<file path="src/rtl/qtc_pkg.sv">
package qtc_pkg;
    localparam int ADDR_W = 16;
    localparam logic [ADDR_W-1:0] MAP_BASE     = 16'h0200;
    localparam logic [ADDR_W-1:0] MISS_CLR     = 16'h0314;
    localparam logic [ADDR_W-1:0] PEND_CLR_LO  = 16'h1070;
    localparam logic [ADDR_W-1:0] PEND_CLR_HI  = 16'h1074;
    localparam logic [ADDR_W-1:0] EN_CLR       = 16'h1088;
    localparam logic [ADDR_W-1:0] EN_SET       = 16'h108C;
    localparam logic [ADDR_W-1:0] SEC_CLR      = 16'h1094;
    localparam logic [ADDR_W-1:0] SLOT_BASE    = 16'h4000;
    localparam int WORD_W = 3;

    typedef enum logic [0:0] {
        ARB_IDLE  = 1'b0,
        ARB_OFFER = 1'b1
    } arb_state_t;
endpackage

</file>
<file path="src/rtl/qtc_regfile.sv">
module qtc_regfile
    import qtc_pkg::*;
#(
    parameter int NUM_CH = 8,
    parameter int SLOT_W = 9,
    parameter int DATA_W = 32
) (
    input  logic                               clk,
    input  logic                               rst_n,
    input  logic                               wr_en,
    input  logic [ADDR_W-1:0]                  wr_addr,
    input  logic [DATA_W-1:0]                  wr_data,
    output logic [NUM_CH-1:0][SLOT_W-1:0]      map_slot,
    output logic [NUM_CH-1:0][WORD_W-1:0]      map_word,
    output logic [NUM_CH-1:0]                  enable,
    output logic [NUM_CH-1:0]                  sec_clr,
    output logic [NUM_CH-1:0]                  miss_clr,
    output logic [DATA_W-1:0]                  pend_clr_lo,
    output logic [DATA_W-1:0]                  pend_clr_hi,
    output logic                               slot_wr,
    output logic [SLOT_W-1:0]                  wr_slot,
    output logic [WORD_W-1:0]                  wr_word
);
    localparam int REGION_SH = SLOT_W + 5;

    logic [NUM_CH-1:0] map_hit;
    logic [NUM_CH-1:0] en_set_v;
    logic [NUM_CH-1:0] en_clr_v;

    // decode of the single-bit-per-channel clear and arm registers
    always_comb begin
        en_set_v    = (wr_en && wr_addr == EN_SET)   ? wr_data[NUM_CH-1:0] : '0;
        en_clr_v    = (wr_en && wr_addr == EN_CLR)   ? wr_data[NUM_CH-1:0] : '0;
        sec_clr     = (wr_en && wr_addr == SEC_CLR)  ? wr_data[NUM_CH-1:0] : '0;
        miss_clr    = (wr_en && wr_addr == MISS_CLR) ? wr_data[NUM_CH-1:0] : '0;
        pend_clr_lo = (wr_en && wr_addr == PEND_CLR_LO) ? wr_data : '0;
        pend_clr_hi = (wr_en && wr_addr == PEND_CLR_HI) ? wr_data : '0;
        slot_wr     = wr_en && ((wr_addr >> REGION_SH) == (SLOT_BASE >> REGION_SH));
        wr_slot     = wr_addr[SLOT_W+4:5];
        wr_word     = wr_addr[4:2];
    end

    always_ff @(posedge clk or negedge rst_n) begin
        if (!rst_n) enable <= '0;
        else        enable <= (enable | en_set_v) & ~en_clr_v;
    end

    generate
        for (genvar c = 0; c < NUM_CH; c++) begin : g_map
            assign map_hit[c] = wr_en && (wr_addr == MAP_BASE + ADDR_W'(4 * c));
            always_ff @(posedge clk or negedge rst_n) begin
                if (!rst_n) begin
                    map_slot[c] <= '0;
                    map_word[c] <= '0;
                end else if (map_hit[c]) begin
                    map_slot[c] <= wr_data[SLOT_W+4:5];
                    map_word[c] <= wr_data[4:2];
                end
            end
        end
    endgenerate
endmodule

</file>
<file path="src/rtl/qtc_event.sv">
module qtc_event
    import qtc_pkg::*;
#(
    parameter int NUM_CH = 8,
    parameter int SLOT_W = 9
) (
    input  logic                          clk,
    input  logic                          rst_n,
    input  logic                          slot_wr,
    input  logic [SLOT_W-1:0]             wr_slot,
    input  logic [WORD_W-1:0]             wr_word,
    input  logic [NUM_CH-1:0][SLOT_W-1:0] map_slot,
    input  logic [NUM_CH-1:0][WORD_W-1:0] map_word,
    input  logic [NUM_CH-1:0]             enable,
    input  logic [NUM_CH-1:0]             sec_clr,
    input  logic [NUM_CH-1:0]             miss_clr,
    input  logic [NUM_CH-1:0]             accept_vec,
    output logic [NUM_CH-1:0]             sec_q,
    output logic [NUM_CH-1:0]             miss_q
);
    logic [NUM_CH-1:0] trig;

    generate
        for (genvar c = 0; c < NUM_CH; c++) begin : g_trig
            assign trig[c] = slot_wr && enable[c] &&
                             (wr_slot == map_slot[c]) && (wr_word == map_word[c]);
        end
    endgenerate

    always_ff @(posedge clk or negedge rst_n) begin
        if (!rst_n) begin
            sec_q  <= '0;
            miss_q <= '0;
        end else begin
            // a trigger on a held channel becomes a miss, not a new request
            sec_q  <= (sec_q & ~accept_vec & ~sec_clr) | (trig & ~sec_q);
            miss_q <= (miss_q & ~miss_clr) | (trig & sec_q);
        end
    end
endmodule

</file>
<file path="src/rtl/qtc_arb.sv">
module qtc_arb
    import qtc_pkg::*;
#(
    parameter int NUM_CH = 8,
    parameter int SLOT_W = 9,
    localparam int CH_W  = $clog2(NUM_CH)
) (
    input  logic                          clk,
    input  logic                          rst_n,
    input  logic [NUM_CH-1:0]             sec_vec,
    input  logic [NUM_CH-1:0][SLOT_W-1:0] map_slot,
    input  logic                          req_ready,
    output logic                          req_valid,
    output logic [CH_W-1:0]               req_chan,
    output logic [SLOT_W-1:0]             req_slot,
    output logic [NUM_CH-1:0]             accept_vec
);
    arb_state_t        state_q, state_d;
    logic [CH_W-1:0]   pick_idx;
    logic [CH_W-1:0]   chan_q;
    logic [SLOT_W-1:0] slot_q;

    // lowest set channel wins
    always_comb begin
        pick_idx = '0;
        for (int i = NUM_CH - 1; i >= 0; i--) begin
            if (sec_vec[i]) pick_idx = CH_W'(i);
        end
    end

    always_comb begin
        state_d = state_q;
        unique case (state_q)
            ARB_IDLE:  if (|sec_vec)  state_d = ARB_OFFER;  // select
            ARB_OFFER: if (req_ready) state_d = ARB_IDLE;   // accept
            default:                  state_d = ARB_IDLE;
        endcase
    end

    always_ff @(posedge clk or negedge rst_n) begin
        if (!rst_n) begin
            state_q <= ARB_IDLE;
            chan_q  <= '0;
            slot_q  <= '0;
        end else begin
            state_q <= state_d;
            if (state_q == ARB_IDLE && |sec_vec) begin
                chan_q <= pick_idx;
                slot_q <= map_slot[pick_idx];
            end
        end
    end

    always_comb begin
        req_valid  = 1'b0;
        accept_vec = '0;
        unique case (state_q)
            ARB_IDLE: ;
            ARB_OFFER: begin
                req_valid = 1'b1;
                if (req_ready) accept_vec[chan_q] = 1'b1;
            end
            default: ;
        endcase
        req_chan = chan_q;
        req_slot = slot_q;
    end
endmodule

</file>
<file path="src/rtl/qtc_pend.sv">
module qtc_pend #(
    parameter int CODE_W = 6,
    localparam int HALF_W = 2 ** (CODE_W - 1)
) (
    input  logic              clk,
    input  logic              rst_n,
    input  logic              cmpl_valid,
    input  logic [CODE_W-1:0] cmpl_code,
    input  logic [HALF_W-1:0] clr_lo,
    input  logic [HALF_W-1:0] clr_hi,
    output logic [HALF_W-1:0] pend_lo,
    output logic [HALF_W-1:0] pend_hi
);
    logic [2*HALF_W-1:0] set_v;
    logic [2*HALF_W-1:0] pend_q;

    always_comb begin
        set_v = '0;
        if (cmpl_valid) set_v[cmpl_code] = 1'b1;
    end

    // set has priority over a clear of the same bit
    always_ff @(posedge clk or negedge rst_n) begin
        if (!rst_n) pend_q <= '0;
        else        pend_q <= (pend_q & ~{clr_hi, clr_lo}) | set_v;
    end

    assign pend_lo = pend_q[HALF_W-1:0];
    assign pend_hi = pend_q[2*HALF_W-1:HALF_W];
endmodule

</file>
<file path="src/rtl/qdma_trig_ctrl.sv">
module qdma_trig_ctrl
    import qtc_pkg::*;
#(
    parameter int NUM_CH = 8,
    parameter int SLOT_W = 9,
    parameter int CODE_W = 6,
    parameter int DATA_W = 32,
    localparam int CH_W  = $clog2(NUM_CH)
) (
    input  logic              clk,
    input  logic              rst_n,
    input  logic              wr_en,
    input  logic [15:0]       wr_addr,
    input  logic [DATA_W-1:0] wr_data,
    input  logic              cmpl_valid,
    input  logic [CODE_W-1:0] cmpl_code,
    input  logic              req_ready,
    output logic              req_valid,
    output logic [CH_W-1:0]   req_chan,
    output logic [SLOT_W-1:0] req_slot,
    output logic [NUM_CH-1:0] enable_mask,
    output logic [NUM_CH-1:0] secondary_mask,
    output logic [NUM_CH-1:0] missed_mask,
    output logic [DATA_W-1:0] pend_lo,
    output logic [DATA_W-1:0] pend_hi
);
    logic [NUM_CH-1:0][SLOT_W-1:0] map_slot;
    logic [NUM_CH-1:0][WORD_W-1:0] map_word;
    logic [NUM_CH-1:0]             sec_clr, miss_clr, accept_vec;
    logic [DATA_W-1:0]             pend_clr_lo, pend_clr_hi;
    logic                          slot_wr;
    logic [SLOT_W-1:0]             wr_slot;
    logic [WORD_W-1:0]             wr_word;

    qtc_regfile #(.NUM_CH(NUM_CH), .SLOT_W(SLOT_W), .DATA_W(DATA_W)) u_regs (
        .clk(clk), .rst_n(rst_n), .wr_en(wr_en), .wr_addr(wr_addr), .wr_data(wr_data),
        .map_slot(map_slot), .map_word(map_word), .enable(enable_mask),
        .sec_clr(sec_clr), .miss_clr(miss_clr),
        .pend_clr_lo(pend_clr_lo), .pend_clr_hi(pend_clr_hi),
        .slot_wr(slot_wr), .wr_slot(wr_slot), .wr_word(wr_word)
    );

    qtc_event #(.NUM_CH(NUM_CH), .SLOT_W(SLOT_W)) u_event (
        .clk(clk), .rst_n(rst_n), .slot_wr(slot_wr), .wr_slot(wr_slot), .wr_word(wr_word),
        .map_slot(map_slot), .map_word(map_word), .enable(enable_mask),
        .sec_clr(sec_clr), .miss_clr(miss_clr), .accept_vec(accept_vec),
        .sec_q(secondary_mask), .miss_q(missed_mask)
    );

    qtc_arb #(.NUM_CH(NUM_CH), .SLOT_W(SLOT_W)) u_arb (
        .clk(clk), .rst_n(rst_n), .sec_vec(secondary_mask), .map_slot(map_slot),
        .req_ready(req_ready), .req_valid(req_valid), .req_chan(req_chan),
        .req_slot(req_slot), .accept_vec(accept_vec)
    );

    qtc_pend #(.CODE_W(CODE_W)) u_pend (
        .clk(clk), .rst_n(rst_n), .cmpl_valid(cmpl_valid), .cmpl_code(cmpl_code),
        .clr_lo(pend_clr_lo), .clr_hi(pend_clr_hi), .pend_lo(pend_lo), .pend_hi(pend_hi)
    );
endmodule

</file>
<file path="config.mk">
export PLATFORM = sky130hd
export DESIGN_NAME = qdma_trig_ctrl
export DESIGN_NICKNAME = d
export VERILOG_FILES = /design/src/rtl/qtc_pkg.sv /design/src/rtl/qtc_regfile.sv /design/src/rtl/qtc_event.sv /design/src/rtl/qtc_arb.sv /design/src/rtl/qtc_pend.sv /design/src/rtl/qdma_trig_ctrl.sv
export SDC_FILE = /design/constraint.sdc
export NUM_CORES = 1
export LEC_CHECK = 0
export BUFFER_PORTS_ARGS = -buffer_cell sky130_fd_sc_hd__clkbuf_2
export CAP_MARGIN = 40
export CORE_MARGIN = 2
export CORE_UTILIZATION = 61
export DETAILED_ROUTE_END_ITERATION = 6
export GPL_ROUTABILITY_DRIVEN = 1
export HOLD_SLACK_MARGIN = 0.06
export PLACE_DENSITY = 0.87
export SLEW_MARGIN = 30
export SYNTH_ARGS = -nofsm -noshare
export SYNTH_HDL_FRONTEND = slang
export SYNTH_SLANG_ARGS = --single-unit
export TNS_END_PERCENT = 100
</file>
<file path="constraint.sdc">
create_clock -name clk -period 6.06 [get_ports clk]
set_input_delay 0.909 -clock clk [delete_from_list [all_inputs] [get_ports clk]]
set_output_delay 0.909 -clock clk [all_outputs]
set_load 0.05 [all_outputs]
</file>
## Yosys cells after proc, flatten, opt, wreduce, memory -nomap -nowiden

Index checks and enable logic that the tools add are counted.

| word-level totals | value |
|---|---|
| input port bits | 59 |
| RAM bits | 0 |
| word-level logic and storage cells | 147 |
| latch bits | 0 |
| bits in read-only memories | 0 |
| memories kept | 0 |
| output and inout bits | 101 |
| flip-flop bits (word level) | 197 |

| cells by class | value |
|---|---|
| bitwise gates (word level) | 18 |
| shift operators | 0 |
| mux-type cells | 27 |
| multipliers | 0 |
| reduce and logical (&&, ||, !) cells | 43 |
| magnitude comparators | 5 |
| div/mod/pow operators | 0 |
| equality and inequality tests | 31 |
| add/sub/neg operators | 0 |

Operator list:

| operator | count |
|---|---|
| $eq A16 B10 Y1 const B | 9 |
| $eq A16 B13 Y1 const B | 5 |
| $eq A9 B9 Y1 | 8 |
| $and A64 B64 Y64 | 1 |
| $mux W32 | 2 |
| $mux W64 | 1 |
| $not A64 Y64 | 1 |
| $or A64 B64 Y64 | 1 |
| $and A8 B8 Y8 | 6 |
| $mux W8 | 6 |
| $logic_and A1 B1 Y1 | 42 |
| $not A8 Y8 | 5 |
| $bmux W9 S3 | 1 |
| $eq A3 B3 Y1 | 8 |
| $mux W3 | 8 |
| $or A8 B8 Y8 | 3 |
| $mux W9 | 1 |
| $lt A3 B4 Y1 const B | 2 |
| $reduce_or A8 Y1 | 1 |
| $lt A6 B7 Y1 const B | 1 |
| $demux W1 S6 | 1 |
| $ge A6 B1 Y1 const B | 1 |
| $mux W1 | 5 |
| $demux W1 S3 | 1 |
| other kinds (4) | 4 |

## Depth between registers and ports, before layout

Gate-level depths: netlist (run 1).

| depth | value |
|---|---|
| depth after elaboration | 10 |
| gate-level depth with buffers | 8 |
| mapped depth without buffers | 6 |

## Cells and area by module

From an unflattened synthesis (run 1), not the netlist that was laid out.

| unflattened totals | value |
|---|---|
| cells, all modules | 968 |
| area total of the unflattened synthesis | 10541.4 um2 |

Modules (own cells, without submodules):

| module | instances | seq. area each (um2) | cells each | area each (um2) |
|---|---|---|---|---|
| qtc_regfile | 1 | 2602.5 | 370 | 4837.1 |
| qtc_pend | 1 | 1601.5 | 229 | 2561.2 |
| qtc_event | 1 | 400.4 | 229 | 1954.4 |
| qtc_arb | 1 | 325.3 | 140 | 1188.6 |

## Worst setup path before layout (run 1)

OpenSTA, ideal clock, no wires.

| path | value |
|---|---|
| path kind | in2reg |
| start point | input wr_addr[12] |
| end point | register u_regs.map_slot[63] (netlist name) |
| setup time | 125 ps |
| data arrival time | 2528 ps |
| cell stages on the path | 8 |
| buffers on the path | 2 |
| data required time | 5935 ps |
| path slack | 3408 ps |
| cells stage by stage | buf_4 > nor4b_2 > and3_1 > nand2b_1 > nor3b_1 > and3_1 > buf_4 > mux2_2 |

| on the way | value |
|---|---|
| word-level cells in the longest chain between the ends | 2 |

RTL lines:

| item | RTL line | RTL |
|---|---|---|
| from (decl) | qdma_trig_ctrl.sv:13 | `input logic [15:0] wr_addr,` |
| $eq A16 B10 Y1 | qtc_regfile.sv:50 | `assign map_hit[c] = wr_en && (wr_addr == MAP_BASE + ADDR_W'(4 * c));` |
| $logic_and A1 B1 Y1 | qtc_regfile.sv:50 |  |
| to (signal, indexed assignment) | qtc_regfile.sv:56 | `map_slot[c] <= wr_data[SLOT_W+4:5];` |
| to (decl) | qtc_regfile.sv:13 | `output logic [NUM_CH-1:0][SLOT_W-1:0] map_slot,` |

Every way passes these cells.
A chain may end at the register's enable or synchronous reset.

## Worst setup path in the final report (run 1)

| path | value |
|---|---|
| start point | input wr_addr[13] |
| end point | register u_pend.pend_q[44] |

| on the way | value |
|---|---|
| word-level cells in the longest chain between the ends | 6 |

RTL lines:

| item | RTL line | RTL |
|---|---|---|
| $eq A16 B13 Y1 | qtc_regfile.sv:37 | `pend_clr_hi = (wr_en && wr_addr == PEND_CLR_HI) ? wr_data : '0;` |
| $logic_and A1 B1 Y1 | qtc_regfile.sv:37 |  |
| $mux W32 | qtc_regfile.sv:37 |  |
| $not A64 Y64 | qtc_pend.sv:25 | `else pend_q <= (pend_q & ~{clr_hi, clr_lo}) \| set_v;` |
| $and A64 B64 Y64 | qtc_pend.sv:25 |  |
| $or A64 B64 Y64 | qtc_pend.sv:25 |  |
| to (signal assigned) | qtc_pend.sv:25 |  |
| to (decl) | qtc_pend.sv:15 | `logic [2*HALF_W-1:0] pend_q;` |

Every way passes these cells.

==> results of run 1 <==
## flip-flops by register name, summed over array words and instances, names as in the netlist
signal / cells
u_event.miss_q: 8
u_pend.pend_q: 64
u_arb.req_chan: 3
u_regs.map_word: 24
u_arb.req_slot: 9
u_regs.map_slot: 72
u_regs.enable: 8
u_event.sec_q: 8
u_arb.state_q: 1
## layout make-up
type,count,share of cell area
inverters,19,0.00637
clock buffers,17,0.0380
flip-flops and latches,197,0.440
clock inverters,15,0.0127
repair buffers,167,0.0796
multi-input cells,588,0.399
well taps,216,0.0241
## routing by layer
metal  share of wire  track usage  wire length [um]
met1            0.41        0.454             11300
met3           0.086       0.0839              2400
met2            0.46        0.516             12800
met4           0.049        0.150              1360
met5         0.00047            0                13
## final timing paths
path                                         from                   to  slack [ns]
worst min register to register  u_pend.pend_q[53]    u_pend.pend_q[53]        0.50
max in group asynchronous                   rst_n  u_regs.map_slot[16]        4.43
worst min-delay path                        rst_n    u_event.miss_q[5]        0.50
worst max register to register   u_event.sec_q[4]    u_arb.req_slot[2]        3.64
min in group clk                u_pend.pend_q[53]    u_pend.pend_q[53]        0.50
worst max-delay path                  wr_addr[13]    u_pend.pend_q[44]        3.01
## power by group
| part | switching (uW) | internal (uW) |
|---|---|---|
| logic | 470 | 153 |
| registers | 58.1 | 1400 |
| clock network | 538 | 576 |
| total | 1070 | 2130 |
## cell usage in the layout (no fill, tap or decap), drive strengths merged, types with 4 or more instances in the layout
cell type | synthesis | final
o21ai | 38 | 38
inv | 19 | 26
xnor2 | 96 | 96
mux2i | 36 | 36
nor2 | 22 | 22
nand4 | 26 | 26
dfrtp | 197 | 197
o2bb2ai | 38 | 38
buf | 38 | 8
mux2 | 105 | 105
nand2 | 99 | 99
nand3 | 14 | 14
nor3 | 14 | 14
nor4 | 4 | 4
nand3b | 5 | 5
clkbuf | 20 | 176
and3 | 4 | 4
nor3b | 4 | 4
o22ai | 9 | 9
a22o | 25 | 25
clkinvlp | 0 | 4
or3 | 13 | 13
o221ai | 6 | 6
nand2b | 5 | 5
## synthesized netlist by cell type, types with 2 or more instances
cell type and instances:
nor2_1 22, o2bb2ai_1 38, xnor2_1 96, or3_1 13
nor3_1 11, nor2b_1 2, and3_1 4, and3b_1 2
mux2i_1 36, or3b_2 3, o21ai_1 2, o22ai_1 9
buf_4 5, buf_1 5, nand2_1 99, nand3_1 14
and2_1 3, o21ai_0 36, clkbuf_1 20, mux2_2 105
buf_2 23, nor4_1 4, inv_1 19, o211ai_1 2
o221ai_1 6, a22o_1 25, or2_2 3, nor3b_1 4
buf_6 5, dfrtp_1 197, nor3_4 2, nand2b_1 5
nand4_1 26, nand3b_1 5
## cells by family (layout without fill, tap and decap cells)
| group | count (synthesis) | count (layout) |
|---|---|---|
| AOI/OAI and AO/OA | 124 | 124 |
| xor gates and xnor gates | 96 | 96 |
| buffers and inverters | 77 | 218 |
| DFF | 197 | 197 |
| muxes | 141 | 141 |
| and+or+nand+nor | 227 | 227 |
## per-stage QoR
step	std cells	instance area (um2)	power, uW	setup slack (ns)	hold slack [ns]
detailed placement	1186	10600	2090	2.62	0.473
global placement	1185	10600	2080	2.60	0.469
global route	1219	11200	3280	2.91	0.507
floorplan	862	9750	1900	3.41	0.501
finish	1219	11200	3190	3.01	0.499
CTS	1218	11200	3180	3.06	0.498
==> impl_results.md, run 1 <==
- Core box area: 15800 um2
- Area Overhead vs Synth: 14.9%
- XOR/XNOR Fraction of Synth Area: 0.0862
- # setup viols final: 0
- Crit path launch type: input pin
- Fin util: 0.710
- Final Hold Viols: 0
- Outcome: completed
- Most frequent CP cell: nand2_1
- Drt first pass iters: 5
- Avg Synthesized Cell Area: approximately 11 um2
- Placer Congestion: ~0.94
- Pins Over Slew Limit: 0
- Syn Nets: 921
- Clock skew: 0.00719 ns
- DP HPWL: 18800 um
- Latest clock arrival within the worst-skew pair: 0.45 ns
- Die footprint: 17000 um2
- Htree depth: 4
- Row count: 46
- Vias in the first global route: roughly 7500
- Synth top area cells: dfrtp_1 (51%), mux2_2 (12%), xnor2_1 (8.6%)
- Reg2reg path depth: 6
- Mapped cell area: 9750 um2
- Pwr Density: 285 nW/um2
- Slew headroom: 0.424
- Multi-input gate area: 4470 um2
- Routed WL: 27900 um
- Synth Instances: 862
- Cell type with the largest total area after synthesis: dfrtp_1
- Clock tree buffer depth: 2
- Worst slew pin tran: between 0.8 and 0.9 ns
- Compound-gate portion of the synthesized area: 0.0935
- MaxCap Viol Count: 0
- Max Fanout on Critical Path: 18
- Reg clk slew, reported paths: 0.07 ns
- Crit path max-delay cell type: nor3_4
- Hold Buf Count CTS: 0
- Initial DRC count: approximately 650
- Static Leak: 0.00522 uW
- Overall routing resource usage: 0.335
- Post-synthesis sequential area ratio: 0.506
- Post-DRT Antenna Nets: 0
- Cells along the critical path: clkbuf_2 > nor3_2 > nand2_1 > or4_4 > nor3_4 > buf_4 > nand2_1 > a22o_1
- Top cell type's share of synthesized area: 0.506
- Final TNS setup: 0 ns
- Simple logic cell fraction of the synthesized area: 0.118
- # port buffers: 159
- Ports: 160
- Root buffer cell: clkbuf_16
- Antenna cells: 0
- EDFF count, synth: 0
- Fillers: 1103
- Layout cells sized above 1: 0.316
- Residual DRC count: 0
- Pin count of the biggest net entering global routing: 82
- Post-cts resize count: 0
- Per-cell routed wire length: 22.9 um
- Post-synthesis mux area share: 0.158
- RSZ-0062 raised after global routing: false
- Vias per cell: 6.35
- Setup Fix Bufs, Post-CTS: 0
- Required time of the worst setup path: ~6.4 ns
- Kind of end point of the critical path: flip-flop
- Type of the most critical hold path: in2async
- Tcrit/Tclk final: 0.503
- Largest family of logic cells by synthesized area: multiplexers
- Ys flop type: dfrtp_1
- Post-synthesis cell type count: 45
- Register area: approximately 4900 um2
- YS warnings: 0
- Total number of vias: 7735
- Largest delay share family, worst path: simple AND/OR/NAND/NOR gates
- Synth async-reset ratio: 1.00
- Buf/Inv on CP: 2
- Peak VDD IR: 0.000286 V
- Post-synthesis adder-cell area fraction: 0
- Total CTS buffers: 17
- Flops & latches, synth: 197
- Crit path DAT: 3.39 ns
- Slowest stage delay, CP: 0.61 ns
- # nets final: 1049
- Die width: 130 um
- Initial antenna violation count: 1
- Tmin final: 3.05 ns
- Critical path class: in2reg
- Initial core utilization: 0.618
- First-pass GRT wire length: 42300 um
- F_max: 328 MHz
- CTS tree: yes
- Stages on worst setup path: 8
- Clk sinks: about 200
- Die height: 130 um
- Total gr overflow: 0
Note: power is estimated with default switching activity, not from simulation.
==> run 2: changes to the inputs <==
CORE_UTILIZATION = 57   (was 61)
PLACE_DENSITY = 0.82   (was 0.87)
clock period = 2.9 ns   (was 6.06 ns; I/O delays follow)
==> impl_results.md, run 2 (synthesis gave the netlist of run 1 again) <==
- Outcome: completed
- Kind of end point of the critical path: flip-flop
- Total chip power: 6700 uW (+110%)
- Routed WL: 28200 um (+1.1%)
- Largest Register: u_regs.map_slot
- Leading cell type in the layout, fill and taps excluded: dfrtp_1
- Ports: 160 (unchanged)
- CTS tree: yes
- Initial DRC count: 782 (+21%)
- Initial antenna violation count: 0 (-1)
- DP HPWL: 20000 um (+6.2%)
- Pwr Density: 588 nW/um2 (+110%)
- Critical path class: reg2reg
- Total gr overflow: 0 (unchanged)
- Row count: 47 (+2.2%)
- Largest registers: u_regs.map_slot (72), u_pend.pend_q (64), u_regs.map_word (24)
- Total CTS buffers: 17 (unchanged)
- Most frequent cells in the layout: dfrtp_1 (197), clkbuf_2 (158), mux2_2 (105)
- Vias per cell: 6.29 (-0.82%)
- # port buffers: 159 (unchanged)
- Residual DRC count: 0 (unchanged)
- # nets final: 1068 (+1.8%)
- # setup viols final: 0 (unchanged)
- Total number of vias: 7816 (+1.0%)
- Max Fanout on Critical Path: 19 (+1)
- Pins Over Slew Limit: 0 (unchanged)
- Worst slew pin tran: 0.854 ns (-0.00408 ns)
- Layout cells sized above 1: 0.328 (+0.0117)
- Crit path launch type: flip-flop
- Vias in the first global route: 7705 (+2.4%)
- Overall routing resource usage: 0.322 (-0.0134)
- Initial core utilization: 0.586 (-0.0324)
- Root buffer cell: clkbuf_16
- Max reg flops: 72 (unchanged)
- Per-cell routed wire length: 22.7 um (-0.72%)
- Slew headroom: 0.427 (+0.00274)
- Required time of the worst setup path: 3.22 ns (-3.18 ns)
- Post-DRT Antenna Nets: 0 (unchanged)
- Static Leak: 0.00532 uW (+2.0%)
- Non-Filler Instances: 1242 (+1.9%)
- Cell Area, Placed: 10800 um2 (+1.8%)
- Latest clock arrival within the worst-skew pair: 0.44 ns (about the same)
- First-pass GRT wire length: 44100 um (+4.1%)
- Clock tree buffer depth: 2 (unchanged)
- Final Hold Viols: 0 (unchanged)
- F_max: 430 MHz
- Pin count of the biggest net entering global routing: 68 (-17%)
- Die height: 135 um (+3.3%)
- Die footprint: 18200 um2 (+6.8%)
- Area Overhead vs Synth: 16.8%
- Tmin final: roughly 2.3 ns
- Placer Congestion: 0.886 (-5.6%)
- Tcrit/Tclk final: 0.803
- Die width: 135 um (+3.3%)
- Type of the most critical hold path: in2reg
- Final Cell Area: 11400 um2 (+1.6%)
- Antenna cells: 0 (unchanged)
- Hold slack final: 0.227 ns (-0.273 ns)
- Peak VDD IR: 0.000519 V (+81%)
- Clk sinks: 197 (unchanged)
- Htree depth: 4 (unchanged)
- Final TNS setup: 0 ns (unchanged)
- Reg clk slew, reported paths: 0.07 ns (about the same)
- RSZ-0062 raised after global routing: false
- Placed cells: 1209 (+1.9%)
- MaxCap Viol Count: 0 (unchanged)
- Crit path DAT: 2.64 ns (-0.75 ns)
- Drt first pass iters: 5 (unchanged)
- Clock skew: 0.0118 ns (+0.00466 ns)
- Core box area: 16600 um2 (+5.5%)
## run 2: changes by cell type in the layout (fill, tap and decap cells not counted)
| cell | before | now |
|---|---|---|
| clkinv_4 | 1 | 4 |
| buf_8 | 1 | 0 |
| dlygate4sd3_1 | 0 | 1 |
| clkbuf_8 | 1 | 2 |
| buf_16 | 1 | 0 |
| clkinvlp_4 | 4 | 2 |
| clkinv_2 | 2 | 1 |
| buf_12 | 0 | 4 |
| buf_4 | 6 | 22 |
| inv_6 | 6 | 5 |
## run 2: layout make-up
type,instances,area [um2]
Fill cell,1200,5250
Sequential cell,197,4930
Multi-Input combinational cell,588,4470
Timing Repair Buffer,186,1060
Clock buffer,18,439
Tap cell,220,275
Clock inverter,14,140
Inverter,19,71.3
## run 2: critical path, stage by stage, from the launching register on
cell	delay, ns
dfrtp_1	0.42
inv_1	0.09
a211oi_1	0.52
o311ai_4	0.12
buf_4	0.26
mux2i_1	0.29
o22ai_1	0.14
or3_1	0.36
## run 2: path summary, 6_finish.rpt
| kind | startpoint | endpoint | slack [ns] | depth (start not counted) |
|---|---|---|---|---|
| worst max-delay path | u_event.sec_q[6] | u_arb.req_slot[8] | 0.57 | 7 |
| worst min-delay path | req_ready | u_arb.state_q | 0.23 | 2 |
| worst max register to register | u_event.sec_q[6] | u_arb.req_slot[8] | 0.57 | 7 |
| worst min register to register | u_pend.pend_q[48] | u_pend.pend_q[48] | 0.49 | 1 |
| max in group asynchronous | rst_n | u_pend.pend_q[13] | 1.58 | 3 |
| min in group asynchronous | rst_n | u_regs.map_slot[48] | 0.55 | 2 |
## run 2: power by group
group          total [uW]  internal [uW]  switching, uW
combinational        1330            334            993
sequential           3030           2920            111
clock                2340           1230           1110
total                6700           4480           2220
## run 2: through the flow
| stage | utilization | setup WS [ns] |
|---|---|---|
| 2_1_floorplan | - | 0.471 |
| 3_3_place_gp | 0.649 | 0.501 |
| 3_5_place_dp | 0.649 | 0.418 |
| 4_1_cts | 0.684 | 0.643 |
| 5_1_grt | 0.684 | 0.500 |
| 6_report | 0.684 | 0.572 |
## run 2: routing by layer
metal | wire length (um) | vias up | global-route usage | part of all wire
li1 | - | 3341 | - | -
met1 | 11700 | 3921 | 0.449 | 0.41
met5 | 0 | - | 0 | 0
met3 | 2310 | 95 | 0.0687 | 0.082
met4 | 1080 | 0 | 0.122 | 0.038
met2 | 13100 | 459 | 0.497 | 0.47
## run 2: timing repair
action                    CTS  global route
buffers inserted            0             0
hold endpoints to repair   64             0
hold buffers                1             0
resized for setup           0             0
==> run 3: changes to the inputs <==
ABC_AREA = 1   (was unset)
CORE_UTILIZATION = 52   (was 57)
PLACE_DENSITY = 0.79   (was 0.82)
clock period = 1.9 ns   (was 2.9 ns; I/O delays follow)
==> impl_results.md, run 3 <==
- Outcome: completed
- Flops & latches, synth: 197 (unchanged)
- CTS tree: yes
- Die height: 143 um (+5.7%)
- Mapped cell area: 9980 um2 (+2.3%)
- First-pass GRT wire length: 53200 um (+21%)
- Routed WL: 34100 um (+21%)
- Required time of the worst setup path: 2.29 ns (-0.93 ns)
- Synth Instances: 1221 (+42%)
- Initial core utilization: 0.532 (-0.0543)
- Tmin final: 1.77 ns (-0.553 ns)
- Pwr Density: 1230 nW/um2 (+110%)
- Worst slew pin tran: 0.616 ns (-0.238 ns)
- Internal power: 8050 uW (+80%)
- Overall routing resource usage: 0.345 (+0.0238)
- Clk sinks: 197 (unchanged)
- F_max: 563 MHz (+31%)
- Clk pwr share: 0.258 (-0.092)
- # setup viols final: 0 (unchanged)
- Root buffer cell: clkbuf_16
- Static Leak: 0.00575 uW (+8.2%)
- Non-Filler Instances: 1653 (+33%)
- Largest registers: u_regs.map_slot (72), u_pend.pend_q (64), u_regs.map_word (24)
- R2r startpoint: u_event.sec_q[6]
- Placed cells: 1619 (+34%)
- Vias per cell: 6.01 (-4.5%)
- Total CTS buffers: 17 (unchanged)
- Reg clk slew, reported paths: 0.09 ns (+0.02 ns)
- Hold slack final: 0.131 ns (-0.0956 ns)
- Setup slack, reg-to-reg: 0.13 ns (-0.45 ns)
- Ports: 160 (unchanged)
- P_sw: 6840 uW (+210%)
- Row count: 50 (+6.4%)
- Leading cell type in the layout, fill and taps excluded: nand2_1
- Antenna cells: 0 (unchanged)
- Most frequent cells in the layout: nand2_1 (247), dfrtp_1 (194), o21ai_0 (168)
- Avg Synthesized Cell Area: 8.17 um2 (-28%)
- Register area: 4930 um2 (about the same)
- Post-synthesis sequential area ratio: 0.494 (-0.0115)
- Tcrit/Tclk final: 0.934 (+0.131)
- Most frequent cell after synthesis: nand2_1
- Setup Fix Bufs, Post-CTS: 0 (unchanged)
- Combinational cell fraction of total power: 0.405 (+0.207)
- RSZ-0062 raised after global routing: false
- Ys flop type: dfrtp_1
- Crit path DAT: 2.16 ns (-0.48 ns)
- # port buffers: 159 (unchanged)
- Hold Path Stages: 4 (+2)
- MaxCap Viol Count: 0 (unchanged)
- DP HPWL: 24900 um (+25%)
- Core box area: 18800 um2 (+13%)
- Total gr overflow: 0 (unchanged)
- Pin count of the biggest net entering global routing: 54 (-21%)
- YS warnings: 0 (unchanged)
- Min-delay src: wr_data[19]
- EDFF count, synth: 0 (unchanged)
- Area Overhead vs Synth: 20.9%
- Initial DRC count: 1359 (+74%)
- Pins Over Slew Limit: 0 (unchanged)
- Cell type with the largest total area after synthesis: dfrtp_1
- Critical path class: reg2reg
- Synth top area cells: dfrtp_1 (49%), nand2_1 (9.3%), o21ai_0 (8.4%)
- Htree depth: 4 (unchanged)
- Layout cells sized above 1: 0.208 (-0.120)
- Switching Share: 0.459 (+0.128)
- Crit path launch type: flip-flop
- Multi-input gate area: 4210 um2 (-5.8%)
- Fillers: 1568 (+31%)
- Clock skew: 0.0104 ns (-0.00148 ns)
- Drt first pass iters: 6 (+1)
- Latest clock arrival within the worst-skew pair: 0.45 ns (about the same)
- Clock tree buffer depth: 2 (unchanged)
- Die width: 143 um (+5.7%)
- Syn Nets: 1280 (+39%)
- Peak VDD IR: 0.000748 V (+44%)
- List of most frequent post-synthesis cells: nand2_1 (248), dfrtp_1 (197), o21ai_0 (168)
- Synth async-reset ratio: 1.00 (unchanged)
- Slew headroom: 0.589 (+0.162)
- Max reg flops: 72 (unchanged)
- # nets final: 1465 (+37%)
- Die footprint: 20300 um2 (+12%)
- Initial antenna violation count: 0 (unchanged)
- Post-synthesis cell type count: 42 (-6.7%)
- Flop pwr share: 0.337 (-0.115)
- Type of the most critical hold path: in2reg
- Top cell type's share of synthesized area: 0.494 (-0.0115)
- Total number of vias: 9937 (+27%)
- Placer Congestion: 0.970 (+9.5%)
- Residual DRC count: 0 (unchanged)
- Post-DRT Antenna Nets: 0 (unchanged)
- Vias in the first global route: 9407 (+22%)
- Max Fanout on Critical Path: 18 (-1)
- Reg2reg path depth: 12 (+5)
- Kind of end point of the critical path: flip-flop
- Largest Register: u_regs.map_slot
- Final Hold Viols: 0 (unchanged)
- Crit path launch: u_event.sec_q[6]
- Per-cell routed wire length: 20.7 um (-9.0%)
-- run 3: cell count changes after synthesis, moves of 36 or more --
cell,before,now
nand2_1,99,248
nand3_1,14,122
mux2i_1,36,0
o21ai_1,2,87
o21ai_0,36,168
o2bb2ai_1,38,0
mux2_2,105,0
xnor2_1,96,18
inv_1,19,128
-- run 3: layer usage --
metal,global-route usage,share of wire,vias up
li1,-,-,4474
met1,0.465,0.39,4693
met2,0.543,0.46,688
met3,0.0875,0.12,82
met4,0.127,0.036,0
met5,0,0,-
-- run 3: timing repair --
item | 4_1_cts | 5_1_grt
hold buffers | 2 | 0
setup endpoints to repair | 0 | 6
hold endpoints to repair | 48 | 0
gates resized for setup | 0 | 5
-- run 3: final cells by class --
cell class | instances | share of cell area
multi-input cells | 834 | 0.349
repair buffers | 224 | 0.123
flip-flops and latches | 197 | 0.409
well taps | 234 | 0.0243
inverters | 132 | 0.0411
clock buffers | 17 | 0.0353
clock inverters | 15 | 0.0173
-- run 3: final timing paths --
check                                 endpoint
min in group asynchronous     u_regs.enable[0]
max                          u_arb.req_slot[4]
min reg2reg                u_regs.map_slot[23]
min                          u_pend.pend_q[51]
max in group asynchronous    u_pend.pend_q[50]
max reg2reg                  u_arb.req_slot[4]
-- run 3: through the flow --
step	power [uW]	worst slack, ns	util	area [um2]	setup TNS (ns)
after floorplan	9050	0.0125	-	9990	0
after detailed placement	10900	-0.0139	0.607	11400	-0.0221
after CTS	14700	0.107	0.641	12000	0
final	14900	0.125	0.643	12100	0
after global routing	15600	0.00902	0.643	12100	0
after global placement	10800	0.0386	0.607	11400	0
-- run 3: logic make-up after synthesis --
logic type,synth area share
and+or+nand+nor,0.214
DFF,0.494
AOI/OAI and AO/OA,0.178
buffers and inverters,0.0858
xor gates and xnor gates,0.0290
-- run 3: power groups by stage --
stage	logic [uW]	registers, uW	clock network, uW
global route	6530	5060	4000
global placement	5770	5070	0
finish	6030	5020	3840
floorplan	2550	6500	0
CTS	5880	5000	3830
detailed placement	5850	5070	0
-- run 3: critical path, stage by stage, from the launching register on --
cell and delay (ns):
dfrtp_2 0.44, inv_1 0.14, nand2_1 0.07, nand2_1 0.05, nand2_1 0.05, nand2_1 0.05
nand2_1 0.05, nand2_2 0.09, buf_4 0.24, nand3_1 0.13, nand3_1 0.10, nand3_1 0.17
nand3_1 0.13
